### config.mk
export PLATFORM = sky130hd
export DESIGN_NAME = wbuf_top
export DESIGN_NICKNAME = d
export VERILOG_FILES = /design/src/rtl/wbuf_pkg.sv /design/src/rtl/wbuf_store.sv /design/src/rtl/wbuf_fwd.sv /design/src/rtl/wbuf_arb.sv /design/src/rtl/wbuf_top.sv
export SDC_FILE = /design/constraint.sdc
export NUM_CORES = 2
export LEC_CHECK = 0
export BUFFER_PORTS_ARGS = -buffer_cell sky130_fd_sc_hd__buf_2
export CAP_MARGIN = 20
export CORE_ASPECT_RATIO = 1.1
export CORE_UTILIZATION = 55
export DETAILED_ROUTE_END_ITERATION = 10
export PLACE_DENSITY_LB_ADDON = 0.08
export SETUP_SLACK_MARGIN = 0.05
export SLEW_MARGIN = 5
export SYNTH_ARGS = -nofsm -noshare
export SYNTH_HDL_FRONTEND = slang
export SYNTH_SLANG_ARGS = --single-unit
### constraint.sdc
create_clock -name clk -period 4 [get_ports clk]
set_clock_uncertainty 0.2 [all_clocks]
set_input_delay 0.8 -clock clk [delete_from_list [all_inputs] [get_ports clk]]
set_output_delay 0.8 -clock clk [all_outputs]
set_load 0.03 [all_outputs]
### src/rtl/wbuf_pkg.sv
`timescale 1ns/1ps
package wbuf_pkg;
   typedef enum logic [1:0] {
      ARB_IDLE  = 2'd0,
      ARB_READ  = 2'd1,
      ARB_DRAIN = 2'd2
   } arb_state_e;
endpackage

### src/rtl/wbuf_store.sv
`timescale 1ns/1ps
module wbuf_store #(
   parameter int DEPTH  = 4,
   parameter int WORDS  = 4,
   parameter int DATA_W = 32,
   parameter int TAG_W  = 8,
   localparam int OFF_W = $clog2(WORDS),
   localparam int PTR_W = $clog2(DEPTH),
   localparam int CNT_W = $clog2(DEPTH + 1)
) (
   input  logic                                   clk,
   input  logic                                   rst_n,
   input  logic                                   wr_valid,
   input  logic [TAG_W-1:0]                       wr_tag,
   input  logic [OFF_W-1:0]                       wr_off,
   input  logic [DATA_W-1:0]                      wr_data,
   input  logic                                   drain_busy,
   input  logic                                   pop,
   output logic                                   wr_ready,
   output logic                                   alloc,
   output logic [DEPTH-1:0]                       hit_vec,
   output logic [CNT_W-1:0]                       count,
   output logic [PTR_W-1:0]                       head,
   output logic [DEPTH-1:0]                       ent_vld,
   output logic [DEPTH-1:0][TAG_W-1:0]            ent_tag,
   output logic [DEPTH-1:0][WORDS-1:0]            ent_mask,
   output logic [DEPTH-1:0][WORDS-1:0][DATA_W-1:0] ent_data
);
   logic [PTR_W-1:0] head_q, tail_q;
   logic [CNT_W-1:0] cnt_q;
   logic             merge, accept;

   for (genvar g = 0; g < DEPTH; g++) begin : g_hit
      assign hit_vec[g] = ent_vld[g] && (ent_tag[g] == wr_tag)
                          && !(drain_busy && (head_q == PTR_W'(g)));
   end

   assign merge    = |hit_vec;
   assign wr_ready = merge || (cnt_q < CNT_W'(DEPTH));
   assign accept   = wr_valid && wr_ready;
   assign alloc    = accept && !merge;

   for (genvar g = 0; g < DEPTH; g++) begin : g_ent
      always_ff @(posedge clk) begin
         if (!rst_n) begin
            ent_vld[g]  <= 1'b0;
            ent_tag[g]  <= '0;
            ent_mask[g] <= '0;
            ent_data[g] <= '0;
         end else if (alloc && (tail_q == PTR_W'(g))) begin
            ent_vld[g]          <= 1'b1;
            ent_tag[g]          <= wr_tag;
            ent_mask[g]         <= WORDS'(1) << wr_off;
            ent_data[g][wr_off] <= wr_data;
         end else if (accept && hit_vec[g]) begin
            ent_mask[g][wr_off] <= 1'b1;
            ent_data[g][wr_off] <= wr_data;
         end else if (pop && (head_q == PTR_W'(g))) begin
            ent_vld[g] <= 1'b0;
         end
      end
   end

   always_ff @(posedge clk) begin
      if (!rst_n) begin
         head_q <= '0;
         tail_q <= '0;
         cnt_q  <= '0;
      end else begin
         if (pop)   head_q <= head_q + PTR_W'(1);
         if (alloc) tail_q <= tail_q + PTR_W'(1);
         cnt_q <= cnt_q + CNT_W'(alloc) - CNT_W'(pop);
      end
   end

   assign count = cnt_q;
   assign head  = head_q;
endmodule

### src/rtl/wbuf_fwd.sv
`timescale 1ns/1ps
module wbuf_fwd #(
   parameter int DEPTH  = 4,
   parameter int WORDS  = 4,
   parameter int DATA_W = 32,
   parameter int TAG_W  = 8,
   localparam int PTR_W = $clog2(DEPTH)
) (
   input  logic [TAG_W-1:0]                        rd_tag,
   input  logic [WORDS-1:0][DATA_W-1:0]            mem_line,
   input  logic [PTR_W-1:0]                        head,
   input  logic [DEPTH-1:0]                        ent_vld,
   input  logic [DEPTH-1:0][TAG_W-1:0]             ent_tag,
   input  logic [DEPTH-1:0][WORDS-1:0]             ent_mask,
   input  logic [DEPTH-1:0][WORDS-1:0][DATA_W-1:0] ent_data,
   output logic [WORDS-1:0][DATA_W-1:0]            line_o
);
   // walk entries from oldest to newest so the newest word lands last
   always_comb begin
      logic [PTR_W-1:0] idx;
      line_o = mem_line;
      idx    = head;
      for (int k = 0; k < DEPTH; k++) begin
         idx = head + PTR_W'(k);
         if (ent_vld[idx] && (ent_tag[idx] == rd_tag)) begin
            for (int w = 0; w < WORDS; w++) begin
               if (ent_mask[idx][w]) line_o[w] = ent_data[idx][w];
            end
         end
      end
   end
endmodule

### src/rtl/wbuf_arb.sv
`timescale 1ns/1ps
module wbuf_arb
   import wbuf_pkg::*;
(
   input  logic clk,
   input  logic rst_n,
   input  logic rd_req,
   input  logic drain_pending,
   input  logic mem_ack,
   output logic mem_req,
   output logic mem_we,
   output logic drain_busy,
   output logic pop,
   output logic rd_capture,
   output logic rd_done
);
   arb_state_e st_q;
   logic       done_q;

   always_ff @(posedge clk) begin
      if (!rst_n) begin
         st_q   <= ARB_IDLE;
         done_q <= 1'b0;
      end else begin
         done_q <= 1'b0;
         unique case (st_q)
            ARB_IDLE: begin
               if (rd_req && !done_q) st_q <= ARB_READ;
               else if (drain_pending) st_q <= ARB_DRAIN;
            end
            ARB_READ: begin
               if (mem_ack) begin
                  st_q   <= ARB_IDLE;
                  done_q <= 1'b1;
               end
            end
            ARB_DRAIN: begin
               if (mem_ack) st_q <= ARB_IDLE;
            end
            default: st_q <= ARB_IDLE;
         endcase
      end
   end

   assign mem_req    = (st_q != ARB_IDLE);
   assign mem_we     = (st_q == ARB_DRAIN);
   assign drain_busy = (st_q == ARB_DRAIN);
   assign pop        = (st_q == ARB_DRAIN) && mem_ack;
   assign rd_capture = (st_q == ARB_READ) && mem_ack;
   assign rd_done    = done_q;
endmodule

### src/rtl/wbuf_top.sv
`timescale 1ns/1ps
module wbuf_top #(
   parameter int DATA_W = 32,
   parameter int WORDS  = 4,
   parameter int DEPTH  = 4,
   parameter int BLK_W  = 8,
   localparam int OFF_W  = $clog2(WORDS),
   localparam int ADDR_W = BLK_W + OFF_W,
   localparam int LINE_W = WORDS * DATA_W,
   localparam int PTR_W  = $clog2(DEPTH),
   localparam int CNT_W  = $clog2(DEPTH + 1)
) (
   input  logic              clk,
   input  logic              rst_n,
   input  logic              wr_valid,
   input  logic [ADDR_W-1:0] wr_addr,
   input  logic [DATA_W-1:0] wr_data,
   output logic              wr_ready,
   input  logic              rd_req,
   input  logic [BLK_W-1:0]  rd_addr,
   output logic              rd_done,
   output logic [LINE_W-1:0] rd_data,
   output logic              mem_req,
   output logic              mem_we,
   output logic [BLK_W-1:0]  mem_addr,
   output logic [LINE_W-1:0] mem_wdata,
   output logic [WORDS-1:0]  mem_wmask,
   input  logic              mem_ack,
   input  logic [LINE_W-1:0] mem_rdata
);
   if (DEPTH < 2 || (DEPTH & (DEPTH - 1)) != 0) begin : g_bad_depth
      $error("wbuf_top: DEPTH must be a power of two, at least 2");
   end
   if (WORDS < 2 || (WORDS & (WORDS - 1)) != 0) begin : g_bad_words
      $error("wbuf_top: WORDS must be a power of two, at least 2");
   end
   if (DATA_W < 1 || BLK_W < 1) begin : g_bad_width
      $error("wbuf_top: DATA_W and BLK_W must be positive");
   end

   logic                                   drain_busy, pop, rd_capture;
   logic                                   ent_alloc;
   logic [DEPTH-1:0]                       ent_hit;
   logic [CNT_W-1:0]                       ent_cnt;
   logic [PTR_W-1:0]                       ent_head;
   logic [DEPTH-1:0]                       ent_vld;
   logic [DEPTH-1:0][BLK_W-1:0]            ent_tag;
   logic [DEPTH-1:0][WORDS-1:0]            ent_mask;
   logic [DEPTH-1:0][WORDS-1:0][DATA_W-1:0] ent_data;
   logic [WORDS-1:0][DATA_W-1:0]           fwd_line;
   logic [LINE_W-1:0]                      rd_data_q;

   wbuf_store #(.DEPTH(DEPTH), .WORDS(WORDS), .DATA_W(DATA_W), .TAG_W(BLK_W)) i_store (
      .clk        (clk),
      .rst_n      (rst_n),
      .wr_valid   (wr_valid),
      .wr_tag     (wr_addr[ADDR_W-1:OFF_W]),
      .wr_off     (wr_addr[OFF_W-1:0]),
      .wr_data    (wr_data),
      .drain_busy (drain_busy),
      .pop        (pop),
      .wr_ready   (wr_ready),
      .alloc      (ent_alloc),
      .hit_vec    (ent_hit),
      .count      (ent_cnt),
      .head       (ent_head),
      .ent_vld    (ent_vld),
      .ent_tag    (ent_tag),
      .ent_mask   (ent_mask),
      .ent_data   (ent_data)
   );

   wbuf_arb i_arb (
      .clk           (clk),
      .rst_n         (rst_n),
      .rd_req        (rd_req),
      .drain_pending (ent_cnt != '0),
      .mem_ack       (mem_ack),
      .mem_req       (mem_req),
      .mem_we        (mem_we),
      .drain_busy    (drain_busy),
      .pop           (pop),
      .rd_capture    (rd_capture),
      .rd_done       (rd_done)
   );

   wbuf_fwd #(.DEPTH(DEPTH), .WORDS(WORDS), .DATA_W(DATA_W), .TAG_W(BLK_W)) i_fwd (
      .rd_tag   (rd_addr),
      .mem_line (mem_rdata),
      .head     (ent_head),
      .ent_vld  (ent_vld),
      .ent_tag  (ent_tag),
      .ent_mask (ent_mask),
      .ent_data (ent_data),
      .line_o   (fwd_line)
   );

   always_ff @(posedge clk) begin
      if (!rst_n)          rd_data_q <= '0;
      else if (rd_capture) rd_data_q <= fwd_line;
   end

   assign rd_data   = rd_data_q;
   assign mem_addr  = mem_we ? ent_tag[ent_head] : rd_addr;
   assign mem_wdata = ent_data[ent_head];
   assign mem_wmask = ent_mask[ent_head];
endmodule

==> results by group <==
Die
  – Die Ht: 304.3 um
  – Initial core utilization: 0.5569
  – Die ar.: approximately 84000 um2
  – Core Area: between 80000 and 90000 um2
  – Num rows: 110
  – Top Ports: ~460
  – Horiz. Die Dim: around 280 um

Worst setup path
  – Critical path class: reg2out
  – Worst R2R Path Depth: 11
  – Slowest CP cell: buf_6
  – Buf+Inv Stages, Crit Path: 4
  – Max incr delay on CP: roughly 540 ps
  – CP required: approximately 3000 ps
  – Setup crit start kind: flip-flop
  – Critical path capture point type: output port
  – Max Fanout on Critical Path: a little over 70
  – FF-to-FF setup slack: 230 ps
  – Largest delay share family, worst path: buffers and inverters
  – Stages on the worst setup path: 5
  – WP data arrival: around 2900 ps
  – Worst path cell trace: buf_12 > buf_6 > mux4_2 > buf_6 > buf_6
  – Most used cell, CP: buf_6

Logic synthesis
  – Count of different cell masters after synthesis: between 60 and 70
  – Yosys top cell by area: dfxtp_1
  – Post-Synth Simple-Gate Area: 0.1009
  – Register area share after synthesis: 0.3077
  – Syn Nets: ~4.4k
  – Syn. warnings: 0
  – Main combinational cell family by area after synthesis: multiplexers
  – Asr flop ratio synth: 0
  – Xor/xnor share of the synthesized area: 0.01550
  – Yosys reg bits: between 700 and 800
  – Top cells by area, synth: dfxtp_1 (31%), mux4_2 (27%), mux2i_1 (14%), nand2_1 (5.6%), clkbuf_1 (2.0%)
  – Post-synth EDFFs: 0
  – Fraction of the mapped netlist area in adder cells: 0.003999
  – Post-synthesis mux area share: 0.4159
  – Mean post-synth cell area: roughly 11 um2
  – Commonest register cell after synthesis: dfxtp_1
  – Compound-Gate Fraction of Synth Area: 0.1064
  – Netlist area before placement: around 46000 um2
  – Cells after Synth: ~4.2k
  – Share of the synthesized area in the top cell type: 0.3077

STA
  – Period utilization: 0.9679
  – Slew HR: 0.2095
  – Tightest Pin Transition: 1183 ps
  – Max-slew violation count: 0
  – Maximum clock frequency: roughly 0.26 GHz
  – Fin Setup TNS: 0 ps
  – Final Setup Violations: 0
  – Tmin final: between 3000 and 4000 ps
  – Hold Vio Cnt, Final: 0
  – RSZ-0062 raised after global routing: true

CTS
  – TritonCTS Sinks: 702
  – CTS Buf Count: 80
  – TritonCTS clock tree: yes
  – Clk slew on worst S/H paths: 60 ps
  – Cts hold-fix bufs: 0
  – Root buffer selected by CTS: clkbuf_16
  – Skew-Pair Late Insertion Delay: roughly 630 ps
  – Clock buffer depth: 3
  – Setup Buffers After CTS: 0
  – H-tree depth: 3

Global route
  – Vias in the first global route: 35.24k
  – First-pass GRT wire length: between 200000 and 250000 um
  – Total gr overflow: 0
  – Initial antenna violation count: 9
  – Pin count of the biggest net entering global routing: 121
  – Total GRT Usage: 0.3432

Place
  – GP Congestion: between 0.8 and 0.9
  – Post-DP HPWL: about 90000 um
  – IO Port Bufs: roughly 450

Cells and area
  – Layout area overhead: 13.58%
  – Nets: roughly 4.6k
  – Layout Utilization: 0.6325
  – Layout fillers: roughly 6.6k
  – Share of layout cells above drive strength 1: 0.3005

Pwr
  – LEAKAGE: 18.57 nW
  – PwrDens: ~390 nW/um2
  – Tot Pwr: between 20 and 25 mW
  – Worst vdd ir: ~0.30 mV

Routing
  – DRT iter0 DRCs: around 3.6k
  – Via density: between 6 and 7
  – Drt drc: 0
  – DRT Wirelength: between 100000 and 150000 um
  – DR WL/cell: 27.00 um
  – First drt pass iteration count: 5
  – Vias: about 37k
  – Final antenna-violating net count: 0

Min path
  – Min-delay worst type: in2reg
  – Hold path cells: 3

Status
  – Status: complete, no violations

Job
  – MaxCap Viol Count: 0
-- metal layers --
metal / vias up / GRT usage / part of all wire
met5: - / 0 / 0.00042
met4: 10 / 0.1345 / 0.037
met3: 249 / 0.06203 / 0.089
met2: 1796 / 0.5527 / 0.47
met1: 18858 / 0.4595 / 0.40
li1: 16303 / - / -
-- cell families after synthesis --
family | Yosys count
muxes | 1209
buffers and inverters | 483
DFF | 702
AOI/OAI and AO/OA | 635
xor gates and xnor gates | 80
adders and majority gates | 14
and+or+nand+nor | 1048
-- registers in the layout (all words and copies together) (netlist names) --
signal and count:
i_store.ent_data 512, i_store.ent_vld 4, i_store.head 2, i_arb.st_q 2
i_store.tail_q 2, i_store.ent_mask 16, i_arb.rd_done 1, i_store.ent_tag 32
i_store.count 3, rd_data 128
-- area by class of cell --
type	instances	area, um2	share of cell area
multi-input cells	2986	29490	0.5684
flip-flops and latches	702	14060	0.2710
repair buffers	577	4158	0.08014
clock buffers	126	2490	0.04799
well taps	1064	1331	0.02566
clock inverters	16	247.7	0.004775
inverters	25	95.09	0.001833
diodes	3	7.507	0.0001447
-- power breakdown --
part           switching [mW]  internal, mW  total (mW)  leakage (nW)
combinational            2.79          1.90        4.69          11.5
clock                    3.10          4.65        7.75          1.35
sequential              0.335          7.28        7.62          5.67
-- cells in the final DEF, fill, tap and decap left out, types with 9 or more instances in the layout --
master / instances
a211o_1: 24
a211oi_1: 10
a21o_1: 32
a21oi_1: 127
a221o_1: 72
a2bb2oi_1: 12
a31oi_1: 19
and2_1: 12
buf_12: 44
buf_2: 424
buf_4: 66
buf_6: 31
clkbuf_1: 19
clkbuf_16: 86
clkbuf_8: 23
dfxtp_1: 700
ha_1: 12
inv_1: 22
mux2_2: 39
mux2i_1: 622
mux4_2: 546
nand2_1: 672
nand2b_1: 127
nand3_1: 68
nand4_1: 9
nor2_1: 82
nor2_4: 12
nor3_1: 30
o211ai_1: 38
o21a_1: 80
o21ai_0: 39
o21bai_1: 32
o221ai_1: 35
o311a_1: 72
o311ai_0: 14
xnor2_1: 34
xor2_1: 45
-- cell usage after synthesis (34+ instances only) --
cell / instances
dfxtp_1: 702
nand2b_1: 127
o221ai_1: 35
mux2i_1: 622
o21ai_0: 39
a21oi_1: 127
nor2_1: 95
nand3_1: 68
o211ai_1: 38
a221o_1: 72
o311a_1: 72
buf_4: 61
mux4_2: 546
clkbuf_1: 249
xor2_1: 45
mux2_2: 39
nand2_1: 676
buf_2: 123
xnor2_1: 34
o21a_1: 80
-- through the flow --
step                instance area (um2)  setup WS, ps  std cells  hold slack (ps)
finish                            51880         128.2       5499            276.8
global placement                  48750         290.2       5348            265.2
global route                      51880         36.33       5497            276.3
floorplan                         45680         215.9       4171            249.3
detailed placement                48800         246.1       5350            271.5
CTS                               51820        -6.368       5494            246.3
-- path summary, 6_finish.rpt --
| path | start | end |
|---|---|---|
| max | i_store.head[1] | mem_wmask[1] |
| min | rd_req | i_arb.st_q[0] |
| max reg2reg | i_store.head[1] | rd_data[100] |
| min reg2reg | i_arb.st_q[0] | i_arb.st_q[0] |
-- repair_timing --
item	4_1_cts	5_1_grt
gates resized for setup	64	1
setup endpoints to repair	77	51
gates cloned	2	2
-- worst register-to-register path, delay by kind of cell (launching register included) --
family | cells | cell delay [ps]
XOR/XNOR | 1 | 370
flip-flops | 1 | 360
multiplexers | 2 | 1000
buffers and inverters | 3 | 800
AND/OR/NAND/NOR | 4 | 810
AO/OA/AOI/OAI | 1 | 120
Note: power is estimated with default switching activity, not from simulation.
